**config.mk**
```make
export PLATFORM = sky130hd
export DESIGN_NAME = pser_tx
export DESIGN_NICKNAME = d
export VERILOG_FILES = /design/src/rtl/ptx_pkg.sv /design/src/rtl/ptx_capture.sv /design/src/rtl/ptx_shifter.sv /design/src/rtl/ptx_outctl.sv /design/src/rtl/pser_tx.sv
export SDC_FILE = /design/constraint.sdc
export NUM_CORES = 1
export LEC_CHECK = 0
export BUFFER_PORTS_ARGS = -buffer_cell sky130_fd_sc_hd__buf_2
export CELL_PAD_IN_SITES_DETAIL_PLACEMENT = 1
export CELL_PAD_IN_SITES_GLOBAL_PLACEMENT = 2
export CORE_MARGIN = 8
export CORE_UTILIZATION = 36
export DETAILED_ROUTE_END_ITERATION = 10
export GPL_TIMING_DRIVEN = 0
export PLACE_DENSITY = 0.76
export SLEW_MARGIN = 40
export SYNTH_ARGS = -nofsm -noshare
export SYNTH_HDL_FRONTEND = slang
export SYNTH_SLANG_ARGS = --single-unit
```
**constraint.sdc**
```tcl
create_clock -name clk -period 1.8 [get_ports clk]
set_input_delay 0 -clock clk [delete_from_list [all_inputs] [get_ports clk]]
set_output_delay 0 -clock clk [all_outputs]
set_load 0.01 [all_outputs]
```
**src/rtl/ptx_pkg.sv**
```systemverilog
package ptx_pkg;
  typedef enum logic {
    FMT_FULL = 1'b0,
    FMT_HALF = 1'b1
  } fmt_e;
endpackage

```
**src/rtl/ptx_capture.sv**
```systemverilog
module ptx_capture
  import ptx_pkg::*;
#(
  parameter int WORD_W = 10
) (
  input  logic              clk,
  input  logic              rst_n,
  input  logic              run_i,
  input  fmt_e              fmt_i,
  input  logic              word_stb_i,
  input  logic              half_stb_i,
  input  logic [WORD_W-1:0] td_i,
  output logic [WORD_W-1:0] word_o
);
  localparam int HALF_W = WORD_W / 2;

  logic [WORD_W-1:0] full_q, full_d;
  logic [HALF_W-1:0] lo_q, lo_d;
  logic [HALF_W-1:0] hi_q, hi_d;
  logic [WORD_W-1:0] pair_q, pair_d;

  // next-state: full-width capture on the rising-edge marker
  always_comb begin
    full_d = full_q;
    if (!run_i)                                full_d = '0;
    else if (word_stb_i && fmt_i == FMT_FULL)  full_d = td_i;
  end

  // next-state: half-width capture and assembly
  always_comb begin
    lo_d   = lo_q;
    hi_d   = hi_q;
    pair_d = pair_q;
    if (!run_i) begin
      lo_d   = '0;
      hi_d   = '0;
      pair_d = '0;
    end else if (fmt_i == FMT_HALF) begin
      if (word_stb_i) begin
        lo_d   = td_i[HALF_W-1:0];
        pair_d = {hi_q, lo_q};
      end
      if (half_stb_i) hi_d = td_i[HALF_W-1:0];
    end
  end

  always_ff @(posedge clk or negedge rst_n) begin
    if (!rst_n) begin
      full_q <= '0;
      lo_q   <= '0;
      hi_q   <= '0;
      pair_q <= '0;
    end else begin
      full_q <= full_d;
      lo_q   <= lo_d;
      hi_q   <= hi_d;
      pair_q <= pair_d;
    end
  end

  assign word_o = (fmt_i == FMT_FULL) ? full_q : pair_q;

  // upper half only changes on the falling-edge marker
  p_hi_hold_r4: assert property (@(posedge clk) disable iff (!rst_n)
    (run_i && !half_stb_i) |=> (hi_q == $past(hi_q)));

  // assembled pair untouched in full-width format
  p_full_pair_idle_r10: assert property (@(posedge clk) disable iff (!rst_n)
    (run_i && fmt_i == FMT_FULL) |=> (pair_q == $past(pair_q)));
endmodule

```
**src/rtl/ptx_shifter.sv**
```systemverilog
module ptx_shifter #(
  parameter int WORD_W = 10
) (
  input  logic              clk,
  input  logic              rst_n,
  input  logic              run_i,
  input  logic              ld_i,
  input  logic [WORD_W-1:0] word_i,
  output logic              bit_o,
  output logic              loaded_o
);
  logic [WORD_W-1:0] shift_q, shift_d;
  logic              loaded_q, loaded_d;

  always_comb begin
    shift_d  = {1'b0, shift_q[WORD_W-1:1]};
    loaded_d = loaded_q;
    if (!run_i) begin
      shift_d  = '0;
      loaded_d = 1'b0;
    end else if (ld_i) begin
      shift_d  = word_i;
      loaded_d = 1'b1;
    end
  end

  always_ff @(posedge clk or negedge rst_n) begin
    if (!rst_n) begin
      shift_q  <= '0;
      loaded_q <= 1'b0;
    end else begin
      shift_q  <= shift_d;
      loaded_q <= loaded_d;
    end
  end

  assign bit_o    = shift_q[0];
  assign loaded_o = loaded_q;

  // a load places the captured group in the register
  p_load_word_r2: assert property (@(posedge clk) disable iff (!rst_n)
    (run_i && ld_i) |=> (shift_q == $past(word_i)));

  // between loads the register moves one place toward bit 0
  p_shift_step_r6: assert property (@(posedge clk) disable iff (!rst_n)
    (run_i && !ld_i) |=> (shift_q[WORD_W-2:0] == $past(shift_q[WORD_W-1:1])));

  // the loaded flag rises only after a load
  p_loaded_rise_r7: assert property (@(posedge clk) disable iff (!rst_n)
    $rose(loaded_q) |-> $past(ld_i && run_i));
endmodule

```
**src/rtl/ptx_outctl.sv**
```systemverilog
module ptx_outctl (
  input  logic en_i,
  input  logic loop_en_i,
  input  logic loaded_i,
  input  logic bit_i,
  output logic ser_dat_o,
  output logic ser_oe_o,
  output logic loop_dat_o
);
  logic drive_ext;
  logic drive_int;

  always_comb begin
    drive_ext  = en_i && !loop_en_i && loaded_i;
    drive_int  = en_i && loop_en_i;
    ser_oe_o   = drive_ext;
    ser_dat_o  = drive_ext && bit_i;
    loop_dat_o = drive_int && bit_i;
  end
endmodule

```
**src/rtl/pser_tx.sv**
```systemverilog
module pser_tx
  import ptx_pkg::*;
#(
  parameter int WORD_W      = 10,
  parameter int SYNC_STAGES = 2
) (
  input  logic              clk,
  input  logic              rst_n,
  input  logic              en,
  input  logic              fmt_sel,
  input  logic              loop_en,
  input  logic              word_stb,
  input  logic              half_stb,
  input  logic [WORD_W-1:0] td,
  output logic              ser_dat,
  output logic              ser_oe,
  output logic              loop_dat
);
  logic [SYNC_STAGES-1:0] rsync_q;
  logic                   rst_core_n;
  fmt_e                   fmt;
  logic [WORD_W-1:0]      cap_word;
  logic                   sh_bit;
  logic                   sh_loaded;

  always_ff @(posedge clk or negedge rst_n) begin
    if (!rst_n) rsync_q <= '0;
    else        rsync_q <= {rsync_q[SYNC_STAGES-2:0], 1'b1};
  end
  assign rst_core_n = rsync_q[SYNC_STAGES-1];

  assign fmt = fmt_e'(fmt_sel);

  ptx_capture #(.WORD_W(WORD_W)) u_capture (
    .clk        (clk),
    .rst_n      (rst_core_n),
    .run_i      (en),
    .fmt_i      (fmt),
    .word_stb_i (word_stb),
    .half_stb_i (half_stb),
    .td_i       (td),
    .word_o     (cap_word)
  );

  ptx_shifter #(.WORD_W(WORD_W)) u_shifter (
    .clk      (clk),
    .rst_n    (rst_core_n),
    .run_i    (en),
    .ld_i     (word_stb),
    .word_i   (cap_word),
    .bit_o    (sh_bit),
    .loaded_o (sh_loaded)
  );

  ptx_outctl u_outctl (
    .en_i       (en),
    .loop_en_i  (loop_en),
    .loaded_i   (sh_loaded),
    .bit_i      (sh_bit),
    .ser_dat_o  (ser_dat),
    .ser_oe_o   (ser_oe),
    .loop_dat_o (loop_dat)
  );

  // input rule: edge markers never coincide
  p_stb_excl: assert property (@(posedge clk) disable iff (!rst_core_n)
    !(word_stb && half_stb));

  // loopback keeps the external line quiet
  p_loop_quiet_r8: assert property (@(posedge clk) disable iff (!rst_core_n)
    loop_en |-> (!ser_oe && !ser_dat));

  // idle releases every output and clears the load flag by next cycle
  p_idle_r9: assert property (@(posedge clk) disable iff (!rst_core_n)
    !en |=> (!ser_oe && !loop_dat && !ser_dat));
endmodule

```
**Yosys cells after proc, flatten, opt, wreduce, memory -nomap -nowiden**

Index checks and enable logic that the tools add are counted.

- Bits in registers: 43
- Input bits: 17
- Output and inout port bits: 3
- Word-level logic and storage cells: 37

- Equality and inequality tests: 4
- Muxes and demuxes: 16
- Bitwise operators: 1
- Reduce and logical (&&, ||, !) cells: 9

Operator list:

| cell | number |
|---|---|
| 10-bit 2-to-1 mux | 8 |
| 5-bit 2-to-1 mux | 6 |
| 2-bit by 1-bit != test with 1-bit output, second input constant | 4 |
| 1-bit logical AND | 6 |
| 2-bit AND reduction | 2 |
| 1-bit 2-to-1 mux | 2 |
| 1-bit zero test | 1 |
| 1-bit NOT | 1 |

**Longest topological paths before layout**

- Word-level depth: 4
- Gate-level depth with buffers: 5
- Mapped depth without buffers: 3

**Cells and area by module**

Synthesis repeated with hierarchy kept, for this count alone.

- Cells, all modules: 160
- Area, all modules: 1913.1 sq um

By module, submodules not included:

| module | instances | cells an instance | area each (sq um) | sequential area each (sq um) |
|---|---|---|---|---|
| ptx_capture | 1 | 121 | 1380.1 | 750.7 |
| ptx_shifter | 1 | 33 | 451.7 | 275.3 |
| pser_tx | 1 | 3 | 53.8 | 50.0 |
| ptx_outctl | 1 | 3 | 27.5 | 0.0 |

**Worst setup path before layout**

No wires, ideal clock.

- Path kind: reg2out
- Start: reg u_shifter.loaded_q (netlist: u_shifter.loaded_o)
- End: out ser_dat
- Arrival time: 0.736 ns
- Required time: 1.800 ns
- Setup slack: 1.064 ns
- Cell stages (with the launch flop): 3
- Path buffers: 0
- Cell sequence: dfrtp_1 -> and3b_1 -> and2_1

- Cells in the longest elaborated chain, start to end: 2

Ends and longest elaborated chain:

| item | RTL line | text |
|---|---|---|
| from (decl) | ptx_shifter.sv:13 | `logic loaded_q, loaded_d;` |
| from (signal assigned) | ptx_shifter.sv:33 | `loaded_q <= loaded_d;` |
| 1-bit logical AND | ptx_outctl.sv:14 | `drive_ext = en_i && !loop_en_i && loaded_i;` |
| net ser_oe | pser_tx.sv:16 | `output logic ser_oe,` |
| 1-bit logical AND | ptx_outctl.sv:17 | `ser_dat_o = drive_ext && bit_i;` |
| to (decl) | pser_tx.sv:15 | `output logic ser_dat,` |

The timed path passes the listed nets, and every way through them passes these cells.

**Worst setup path after layout**

- Start: reg u_shifter.loaded_q (netlist: u_shifter.loaded_o)
- End: out ser_dat

- Cells in the longest elaborated chain, start to end: 2

Ends and longest elaborated chain:

| item | RTL line |
|---|---|
| 1-bit logical AND | ptx_outctl.sv:14 |
| 1-bit logical AND | ptx_outctl.sv:17 |

Every way passes these cells.

==> reports/metrics.csv <==
metric,value,unit
worst_pin_slew,0.559,ns
timing.fmax,892,MHz
seq_area_frac_synth,57.6,%
die_height,88.1,um
total_switching_power,0.000456,W
rsz0062_at_grt,false,
tritoncts,yes,
final-hold-violation-count,0,
timing.reg2reg.setup_slack,0.98,ns
postSynthRegisterBits,43,
ys_warn_count,0,
finalSetupViolCount,0,
cp_num_cells,3,
yosys.area.top_type_share,57.6,%
whs_path_depth,2,
synthesis.area,0.00187,mm^2
final.hold.worst_slack,0.0254,ns
reg2reg_from,u_capture.pair_q[3]$_DFFE_PN0P_,
timing.critical_path.cells,and3b_1 > and2_1 > buf_2,
comb_power_share,9.4,%
pwr-share-clk,35.8,%
grt_max_degree,42,
drt-initial-drc-count,33,
clock_sink_count,43,
critPathArrivalTime,1.12,ns
start_kind,flop,
pin_count,20,
critical_path_required,1.80,ns
final_max_slew_viol_count,0,
die_x,88.1,um
synthesis.instances,186,
postLayoutCoreUtil,44.8,%
path_delay_family,flip-flops,
dieArea,0.00775,mm^2
critPathBufInv,1,
global_route_wire_length_before_repair,7.89,mm
worstSetupStartpoint,u_shifter.loaded_o$_DFFE_PN0P_,
area_growth_syn_to_layout,21.8,%
share_seq_of_total_power,54.8,%
critical_path_class,reg2out,
detailroute.via_count,1404,
worst_setup_path_endpoint,ser_dat,
end_kind,output pin,
tns,0,ns
worst_r2r_path_depth,2,
clock_skew_after_layout,0.00939,ns
n_fill_cell,610,
post_cts.resized_instances,0,
port_buffers,19,
min_path_type,in2reg,
p_int,0.00144,W
post-synth-top-area-cell,sky130_fd_sc_hd__dfrtp_1,
number_of_max_capacitance_violations_reported,0,
tritoncts.num_buffers,5,
insertedDiodeCount,0,
outcome,"complete, no violations",
peakVddDrop,0.395,mV
placement_rows,26,
crit_path_top_delay_cell,sky130_fd_sc_hd__dfrtp_1,
route.detailed.wl_per_inst,15.5,um
switching_share_of_total_power,24.1,%
clock_latency,0.30,ns
worst_setup_hold_path_clk_slew,0.08,ns
power_density,831,mW/mm^2
first_global_vias,1567,
cts-htree-levels,2,
dr.pass1.iters,2,
dp.final_hpwl,3.26,mm
ys_top_cells_by_area,"sky130_fd_sc_hd__dfrtp_1 58%, sky130_fd_sc_hd__nand2_1 12%, sky130_fd_sc_hd__a21boi_0 9.6%",
cts_buffer_depth,2,
grt_use_total,13.2,%
design.core.area,0.00507,mm^2
route.antenna.remaining_nets,0,
synth.net_count,203,
crit_fanout,2,
drt-total-wl,4.57,mm
nets,241,
globalRouteOverflowTotal,0,
cpPeakStageDelay,0.38,ns
routed_via_density,4.76,
drive_above_1_share,15.1,%
finalCriticalPeriod,1.12,ns
min_period_over_period,62.3,%
initial_core_util,36.8,%
synth.distinct_cells,20,
end_of_the_worst_register_to_register_path,u_shifter.shift_q[3]$_DFF_PN0_,
post_route_drc_violation_count,0,
clk_root_buffer_cell,sky130_fd_sc_hd__clkbuf_8,
slew_headroom,62.7,%
avgSynthCellArea,10.0,um^2
p_leak,1.03,nW
antenna_found_initial,0,
globalplace.congestion,0.744,
final cells by class:
cell class / count / area (um^2) / share of cell area, %
Multi-Input combinational cell: 130 / 713 / 31.3
Timing Repair Buffer: 31 / 215 / 9.46
Buffer: 13 / 80.1 / 3.52
Clock buffer: 8 / 100 / 4.40
Tap cell: 70 / 87.6 / 3.85
Sequential cell: 43 / 1080 / 47.4
how the worst min path moves through the flow:
stage                from                             to  slack [ns]
finish                 en  u_capture.lo_q[2]$_DFFE_PN0P_        0.03
global route           en  u_capture.lo_q[2]$_DFFE_PN0P_        0.02
CTS                 rst_n           rsync_q[1]$_DFF_PN0_        0.01
detailed placement  rst_n           rsync_q[0]$_DFF_PN0_       -0.21
global placement    rst_n           rsync_q[0]$_DFF_PN0_       -0.22
floorplan           rst_n           rsync_q[0]$_DFF_PN0_       -0.30
repair_timing:
action	in CTS	in global routing
hold buffers	11	1
endpoints found under the hold margin	17	2
setup buffers	0	0
layout by cell type (no fill, tap or decap), types with 2 or more instances in the layout:
cell,Yosys,routed
sky130_fd_sc_hd__nand2_1,58,58
sky130_fd_sc_hd__dfrtp_1,43,42
sky130_fd_sc_hd__a21boi_0,24,24
sky130_fd_sc_hd__buf_2,1,20
sky130_fd_sc_hd__dlygate4sd3_1,0,12
sky130_fd_sc_hd__mux2i_1,10,10
sky130_fd_sc_hd__o21ai_0,9,9
sky130_fd_sc_hd__a21oi_1,9,9
sky130_fd_sc_hd__clkbuf_1,6,7
sky130_fd_sc_hd__clkbuf_8,0,7
sky130_fd_sc_hd__a21boi_1,6,6
sky130_fd_sc_hd__nand3_1,5,5
sky130_fd_sc_hd__buf_4,4,4
sky130_fd_sc_hd__buf_6,2,2
sky130_fd_sc_hd__and2_1,2,2
power groups by stage:
stage / Clock, W / Combinational [W] / Sequential [W]
final: 0.000676 / 0.000177 / 0.00104
after CTS: 0.000690 / 0.000179 / 0.00104
after global routing: 0.000734 / 0.000200 / 0.00104
after floorplan: 0 / 0.0000989 / 0.00105
after global placement: 0 / 0.000153 / 0.00105
after detailed placement: 0 / 0.000159 / 0.00106
through the flow:
stage | cell area [um^2] | power [W] | instances | setup WS [ns]
finish | 2280 | 0.00189 | 295 | 0.679
CTS | 2270 | 0.00191 | 294 | 0.657
global placement | 2050 | 0.00121 | 275 | 0.0378
global route | 2280 | 0.00198 | 295 | 0.621
floorplan | 1870 | 0.00114 | 186 | 0.515
detailed placement | 2060 | 0.00122 | 275 | 0.804
kinds of logic after synthesis:
logic type	after synthesis	synth area share, %
buffers and inverters	13	4.28
other	1	0.201
and+or+nand+nor	70	15.3
AOI/OAI and AO/OA	49	17.3
DFF	43	57.6
muxes	10	5.35
synth_stat cells:
cell type                   n
sky130_fd_sc_hd__nand2_1   58
sky130_fd_sc_hd__dfrtp_1   43
sky130_fd_sc_hd__a21boi_0  24
sky130_fd_sc_hd__mux2i_1   10
sky130_fd_sc_hd__a21oi_1    9
sky130_fd_sc_hd__o21ai_0    9
sky130_fd_sc_hd__a21boi_1   6
sky130_fd_sc_hd__clkbuf_1   6
sky130_fd_sc_hd__nand3_1    5
sky130_fd_sc_hd__buf_4      4
sky130_fd_sc_hd__and2_1     2
sky130_fd_sc_hd__buf_6      2
sky130_fd_sc_hd__and3_1     1
sky130_fd_sc_hd__and3b_1    1
sky130_fd_sc_hd__buf_2      1
sky130_fd_sc_hd__conb_1     1
sky130_fd_sc_hd__nand2b_1   1
sky130_fd_sc_hd__nor2_1     1
sky130_fd_sc_hd__nor2b_1    1
sky130_fd_sc_hd__o21a_1     1
registers in the layout, indices dropped and copies added, names as in the netlist:
register,count
u_capture.pair_q,10
u_capture.hi_q,5
u_shifter.loaded_o,1
rsync_q,2
u_shifter.shift_q,10
u_capture.full_q,10
u_capture.lo_q,5
metal layers:
metal	wire, um	global-route usage, %	vias up
li1	-	-	688
met1	2250	17.0	694
met2	2110	21.3	16
met3	159	3.56	6
met4	45	3.69	0
met5	0	0	-
Note: power is estimated with default switching activity, not from simulation.
